**src/rtl/pm_pkg.sv**
```systemverilog
package pm_pkg;

    localparam int BYTE_W = 8;
    localparam int LANE_W = BYTE_W + 1;

    typedef enum logic {
        ERR_IDLE = 1'b0,
        ERR_HALT = 1'b1
    } err_state_e;

    // even parity bit for one data byte
    function automatic logic lane_parity(input logic [BYTE_W-1:0] b);
        return ^b;
    endfunction

    // mismatch between a stored lane's data and its stored check bit
    function automatic logic lane_mismatch(input logic [LANE_W-1:0] lane);
        return lane_parity(lane[BYTE_W-1:0]) ^ lane[BYTE_W];
    endfunction

endpackage

```
**src/rtl/pm_encoder.sv**
```systemverilog
module pm_encoder #(
    parameter int BYTES = 4,
    localparam int DATA_W  = pm_pkg::BYTE_W * BYTES,
    localparam int STORE_W = pm_pkg::LANE_W * BYTES,
    localparam int SEL_W   = $clog2(STORE_W)
) (
    input  logic [DATA_W-1:0]  wdata,
    input  logic               inj_en,
    input  logic [SEL_W-1:0]   inj_sel,
    output logic [STORE_W-1:0] wword
);
    import pm_pkg::*;

    logic [STORE_W-1:0] clean;
    logic [STORE_W-1:0] flip;

    for (genvar i = 0; i < BYTES; i++) begin : g_lane
        assign clean[i*LANE_W +: BYTE_W]  = wdata[i*BYTE_W +: BYTE_W];
        assign clean[i*LANE_W + BYTE_W]   = lane_parity(wdata[i*BYTE_W +: BYTE_W]);
    end

    always_comb begin
        flip = '0;
        if (inj_en && (int'(inj_sel) < STORE_W))
            flip[inj_sel] = 1'b1;
    end

    assign wword = clean ^ flip;

endmodule

```
**src/rtl/pm_store.sv**
```systemverilog
module pm_store #(
    parameter int ADDR_W  = 6,
    parameter int STORE_W = 36,
    localparam int DEPTH  = 1 << ADDR_W
) (
    input  logic               clk,
    input  logic               rst,
    input  logic               wr,
    input  logic               rd,
    input  logic [ADDR_W-1:0]  addr,
    input  logic [STORE_W-1:0] wword,
    output logic [STORE_W-1:0] rword,
    output logic [ADDR_W-1:0]  raddr,
    output logic               rvalid
);
    logic [STORE_W-1:0] mem [DEPTH];

    always_ff @(posedge clk) begin
        if (wr)
            mem[addr] <= wword;
        if (rd) begin
            rword <= mem[addr];
            raddr <= addr;
        end
    end

    always_ff @(posedge clk) begin
        if (rst)
            rvalid <= 1'b0;
        else
            rvalid <= rd;
    end

endmodule

```
**src/rtl/pm_checker.sv**
```systemverilog
module pm_checker #(
    parameter int BYTES = 4,
    localparam int DATA_W  = pm_pkg::BYTE_W * BYTES,
    localparam int STORE_W = pm_pkg::LANE_W * BYTES
) (
    input  logic [STORE_W-1:0] rword,
    input  logic               rvalid,
    output logic [DATA_W-1:0]  rdata,
    output logic [BYTES-1:0]   lane_err
);
    import pm_pkg::*;

    for (genvar i = 0; i < BYTES; i++) begin : g_lane
        assign rdata[i*BYTE_W +: BYTE_W] = rword[i*LANE_W +: BYTE_W];
        assign lane_err[i] = rvalid & lane_mismatch(rword[i*LANE_W +: LANE_W]);
    end

endmodule

```
**src/rtl/pm_err_latch.sv**
```systemverilog
module pm_err_latch #(
    parameter int ADDR_W = 6,
    parameter int BYTES  = 4
) (
    input  logic              clk,
    input  logic              rst,
    input  logic [BYTES-1:0]  lane_err,
    input  logic [ADDR_W-1:0] raddr,
    input  logic              clr,
    output logic              halt,
    output logic [BYTES-1:0]  mask,
    output logic [ADDR_W-1:0] addr
);
    import pm_pkg::*;

    err_state_e state;
    logic       any_err;

    assign any_err = |lane_err;

    always_ff @(posedge clk) begin
        if (rst) begin
            state <= ERR_IDLE;
            mask  <= '0;
            addr  <= '0;
        end else if (any_err && (state == ERR_IDLE || clr)) begin
            state <= ERR_HALT;
            mask  <= lane_err;
            addr  <= raddr;
        end else if (clr) begin
            state <= ERR_IDLE;
            mask  <= '0;
            addr  <= '0;
        end
    end

    assign halt = (state == ERR_HALT);

endmodule

```
**src/rtl/pm_parity_mem.sv**
```systemverilog
module pm_parity_mem #(
    parameter int ADDR_W = 6,
    parameter int BYTES  = 4,
    localparam int DATA_W  = pm_pkg::BYTE_W * BYTES,
    localparam int STORE_W = pm_pkg::LANE_W * BYTES,
    localparam int SEL_W   = $clog2(STORE_W)
) (
    input  logic              clk,
    input  logic              rst,
    input  logic              req_valid,
    input  logic              req_we,
    input  logic [ADDR_W-1:0] req_addr,
    input  logic [DATA_W-1:0] req_wdata,
    input  logic              inject_en,
    input  logic [SEL_W-1:0]  inject_sel,
    input  logic              err_clr,
    output logic              rd_valid,
    output logic [DATA_W-1:0] rd_data,
    output logic [BYTES-1:0]  rd_lane_err,
    output logic              halt_err,
    output logic [BYTES-1:0]  err_lane_mask,
    output logic [ADDR_W-1:0] err_addr
);
    logic [STORE_W-1:0] wword;
    logic [STORE_W-1:0] rword;
    logic [ADDR_W-1:0]  raddr;
    logic               wr;
    logic               rd;

    assign wr = req_valid &  req_we;
    assign rd = req_valid & ~req_we;

    pm_encoder #(.BYTES(BYTES)) u_enc (
        .wdata   (req_wdata),
        .inj_en  (inject_en),
        .inj_sel (inject_sel),
        .wword   (wword)
    );

    pm_store #(.ADDR_W(ADDR_W), .STORE_W(STORE_W)) u_store (
        .clk    (clk),
        .rst    (rst),
        .wr     (wr),
        .rd     (rd),
        .addr   (req_addr),
        .wword  (wword),
        .rword  (rword),
        .raddr  (raddr),
        .rvalid (rd_valid)
    );

    pm_checker #(.BYTES(BYTES)) u_chk (
        .rword    (rword),
        .rvalid   (rd_valid),
        .rdata    (rd_data),
        .lane_err (rd_lane_err)
    );

    pm_err_latch #(.ADDR_W(ADDR_W), .BYTES(BYTES)) u_err (
        .clk      (clk),
        .rst      (rst),
        .lane_err (rd_lane_err),
        .raddr    (raddr),
        .clr      (err_clr),
        .halt     (halt_err),
        .mask     (err_lane_mask),
        .addr     (err_addr)
    );

endmodule

```
**config.mk**
```make
export PLATFORM = sky130hd
export DESIGN_NAME = pm_parity_mem
export DESIGN_NICKNAME = d
export VERILOG_FILES = /design/src/rtl/pm_pkg.sv /design/src/rtl/pm_encoder.sv /design/src/rtl/pm_store.sv /design/src/rtl/pm_checker.sv /design/src/rtl/pm_err_latch.sv /design/src/rtl/pm_parity_mem.sv
export SDC_FILE = /design/constraint.sdc
export NUM_CORES = 2
export LEC_CHECK = 0
export BUFFER_PORTS_ARGS = -buffer_cell sky130_fd_sc_hd__clkbuf_2
export CAP_MARGIN = 20
export CORE_MARGIN = 1
export CORE_UTILIZATION = 34
export CTS_CLUSTER_SIZE = 10
export DETAILED_ROUTE_END_ITERATION = 7
export GPL_ROUTABILITY_DRIVEN = 0
export PLACE_DENSITY_LB_ADDON = 0.25
export SYNTH_ARGS = -nofsm -noshare
export SYNTH_HDL_FRONTEND = slang
export SYNTH_HIERARCHICAL = 1
export SYNTH_SLANG_ARGS = --single-unit
export TNS_END_PERCENT = 100
```
**constraint.sdc**
```tcl
create_clock -name clk -period 5.43 [get_ports clk]
set_input_delay 1.629 -clock clk [delete_from_list [all_inputs] [get_ports clk]]
set_output_delay 1.629 -clock clk [all_outputs]
set_load 0.02 [all_outputs]
```
==> metrics.md <==
| Metric | Value |
|---|---|
| Hold Crit Start | `u_err/mask[0]` |
| Hold Vio Cnt, Final | `0` |
| CTS buffer count | `between 200 and 300` |
| Required time of the critical path | `around 3.8 ns` |
| Commonest non-fill, non-tap cell in the layout | `edfxtp_1` |
| Asr flop ratio synth | `0%` |
| Largest family of logic cells by synthesized area | `compound AO/OA/AOI/OAI gates` |
| Ys Warns | `6` |
| All-Layer GR Usage | `a little over a fifth` |
| Syn_area_per_cell | `around 18 um^2` |
| H-tree depth | `5` |
| Area Overhead vs Synth | `15.94%` |
| Min-Delay Path Depth | `2` |
| Crit path buf inv count | `1` |
| Synth Area in XOR/XNOR | `less than 1%` |
| P_leak | `33.77 nW` |
| Cell Pwr Density | `366.6 nW/um^2` |
| Dominant cell type by area after synthesis | `edfxtp_1` |
| Post-CTS sizing | `0` |
| R2r setup slk | `around 2.4 ns` |
| Synth Area in Adders | `0%` |
| # DRC | `0` |
| CTS tree | `yes` |
| Die width | `525.2 um` |
| Period utilization | `between 80% and 90%` |
| Number of global-route vias before repair | `51,930` |
| Worst r2r src | `u_store/rword[6]` |
| Synth Area in Compound Gates | `about a tenth` |
| Synthesized Nets | `about 5,300` |
| Nature of the critical path startpoint | `flop` |
| Simple-Gate Fraction of Synth Area | `4.845%` |
| Cells on worst reg2reg path | `6` |
| CP cell instances | `xnor2_1, xnor3_1, mux2i_1, clkbuf_2` |
| Hold WC Path Type | `flop to flop` |
| CP endpoint kind | `primary output` |
| CTS root buf | `clkbuf_16` |
| Pwr Total | `between 30 and 40 mW` |
| CP arrival | `3.03 ns` |
| Die Ht | `roughly 530 um` |
| First-pass GRT wire length | `just over 400,000 um` |
| Starting Density | `about a third` |
| Crit path from | `u_store/rword[6]` |
| Slew Limit Fails | `0` |
| Drt initial violations | `between 6,000 and 7,000` |
| Detail Route Antenna Nets | `0` |
| Worst Tran Pin Value | `around 1.2 ns` |
| Pin count of the biggest net entering global routing | `80` |
| Routed wire length per instance | `approximately 32 um` |
| Final setup violation count | `0` |
| Fin Clk Skew | `0.04435 ns` |
| Final nets | `5,652` |
| Die Footprint | `approximately 280,000 um^2` |
| Max Cap Viol | `0` |
| Synthesized flop and latch total | `2,358` |
| Congestion Overflow GR | `0` |
| Via density | `between 5 and 6` |
| RSZ-0062 raised after global routing | `false` |
| Routed Wire Length | `between 200,000 and 300,000 um` |
| Post-CTS setup buffer count | `0` |
| Max Freq | `214.5 MHz` |
| Share of post-route cells with drive strength above 1 | `a little over a fifth` |
| Top_reg_cell synth | `edfxtp_1` |
| Post-synth cell types | `between 70 and 80` |
| Status | `complete, no violations` |
| Maximum fanout along the worst path | `4` |
| Synth area leaders | `edfxtp_1 76%, a22oi_1 2.7%, mux4_2 2.3%` |
| Mapped Area | `around 93,000 um^2` |
| CTS Sinks | `2,358` |
| Total Neg Setup Slack | `0 ns` |
| DR pass1 iterations | `6` |
| Most frequent cells in the layout | `2,346 x edfxtp_1, 330 x a22oi_1, 296 x clkbuf_16` |
| EDFF count, synth | `around 2,300` |
| Initial antenna violation count | `6` |
| CP peak stage delay | `between 0.5 and 0.6 ns` |
| Hold_buf cts | `0` |
| Critical setup path kind | `flop to primary output` |
| Register area share after synthesis | `around 76%` |
| Post-Synthesis Cells | `5,299` |
| Clk_lat worst skew | `slightly above 0.9 ns` |
| Via Count | `around 54,000` |
| Mux share of post-synthesis cell area | `6.285%` |
| R2r endpoint | `u_err/mask[2]` |
| Row count | `191` |
| Cell family with the largest share of critical-path delay | `XOR/XNOR gates` |
| Hold EP | `u_err/mask[0]` |
| Core area | `271,500 um^2` |
| Slew margin rel. | `between 20% and 30%` |
| PortBufs | `slightly below 100` |
| Post-DP HPWL | `172,600 um` |
| Top-area cell type share of the netlist area | `between 70% and 80%` |
| Slowest-stage cell, CP | `edfxtp_1` |
| Max Root-Sink Buffers | `4` |
| Peak VDD IR | `350.7 uV` |
| IO Count | `between 90 and 100` |
| Clock transition at path regs | `about 0.060 ns` |
| Final min period | `roughly 4.7 ns` |
| # fillers | `24,430` |
-- metrics by stage --
step	std cells	utilization (%)	area, um^2	setup slack (ns)	hold slack (ns)
after detailed placement	8881	36.94	100300	0.2171	0.4861
final	9219	39.75	107900	0.7673	0.4919
after global routing	9215	39.74	107900	0.6120	0.5163
after global placement	8880	36.94	100300	0.2145	0.4768
after CTS	9212	39.74	107900	0.5474	0.4937
after floorplan	5299	-	93070	0.5579	0.4917
-- tightest hold or removal path: stages (launching register included) --
cell,delay [ns]
dfxtp_1,0.31
o211ai_1,0.08
a21oi_1,0.06
-- logic make-up (layout without fill, tap and decap cells) --
logic type / Yosys count / count (layout)
simple gates: 767 / 767
xor+xnor: 80 / 80
mux: 449 / 449
compound gates: 1203 / 1203
buf+inv: 442 / 786
other cells: 0 / 6
flops: 2358 / 2358
-- state kept, by name (all words and copies together), names as in the netlist --
name and cells:
u_err/mask 4, u_store/raddr 6, u_store/rword 36, u_store/rvalid 1, u_err/addr 6, u_err/halt 1, u_store/mem 2304
-- worst max-delay path by stage --
stage,end,slack [ns],cells after the start
after floorplan,u_store/mem[12][0],0.56,7
after global placement,u_store/rword[34],0.21,8
after detailed placement,u_store/rword[34],0.22,8
after CTS,rd_lane_err[0],0.55,4
after global routing,rd_lane_err[0],0.61,4
final,rd_lane_err[0],0.77,4
-- power breakdown --
part	leakage, nW	switching, mW	total [mW]	internal [mW]
logic	8.83	1.86	2.62	0.761
registers	21.2	0.0768	20.5	20.4
clock network	3.72	6.83	16.5	9.63
total	33.8	8.77	39.6	30.8
-- metal layers --
metal  GRT usage, %  share of wire (%)
met5              0             0.0044
met3          3.417                7.7
met1          30.25                 44
met2          32.66                 46
met4          5.023                2.1
-- cell type report --
type / instances / area, um^2 / area share (%)
diodes: 6 / 15.01 / 0.01391
clock buffers: 320 / 7497 / 6.948
clock inverters: 11 / 100.1 / 0.09276
inverters: 8 / 40.04 / 0.03710
multi-input cells: 2499 / 21060 / 19.52
flip-flops and latches: 2358 / 70690 / 65.51
well taps: 3570 / 4467 / 4.139
repair buffers: 447 / 4041 / 3.745
-- Yosys cell counts (all sizes together), types with 46 or more instances --
master and instances:
buf 257, a21oi 133, mux2i 203, nor2 101, nand3b 78, mux4 93, clkbuf 177, o22ai 162
nand3 66, or3b 46, o21ai 78, nand2 194, a31oi 62, xnor2 48, a221oi 173, a22oi 330
mux2 153, edfxtp 2346
Note: power is estimated with default switching activity, not from simulation.
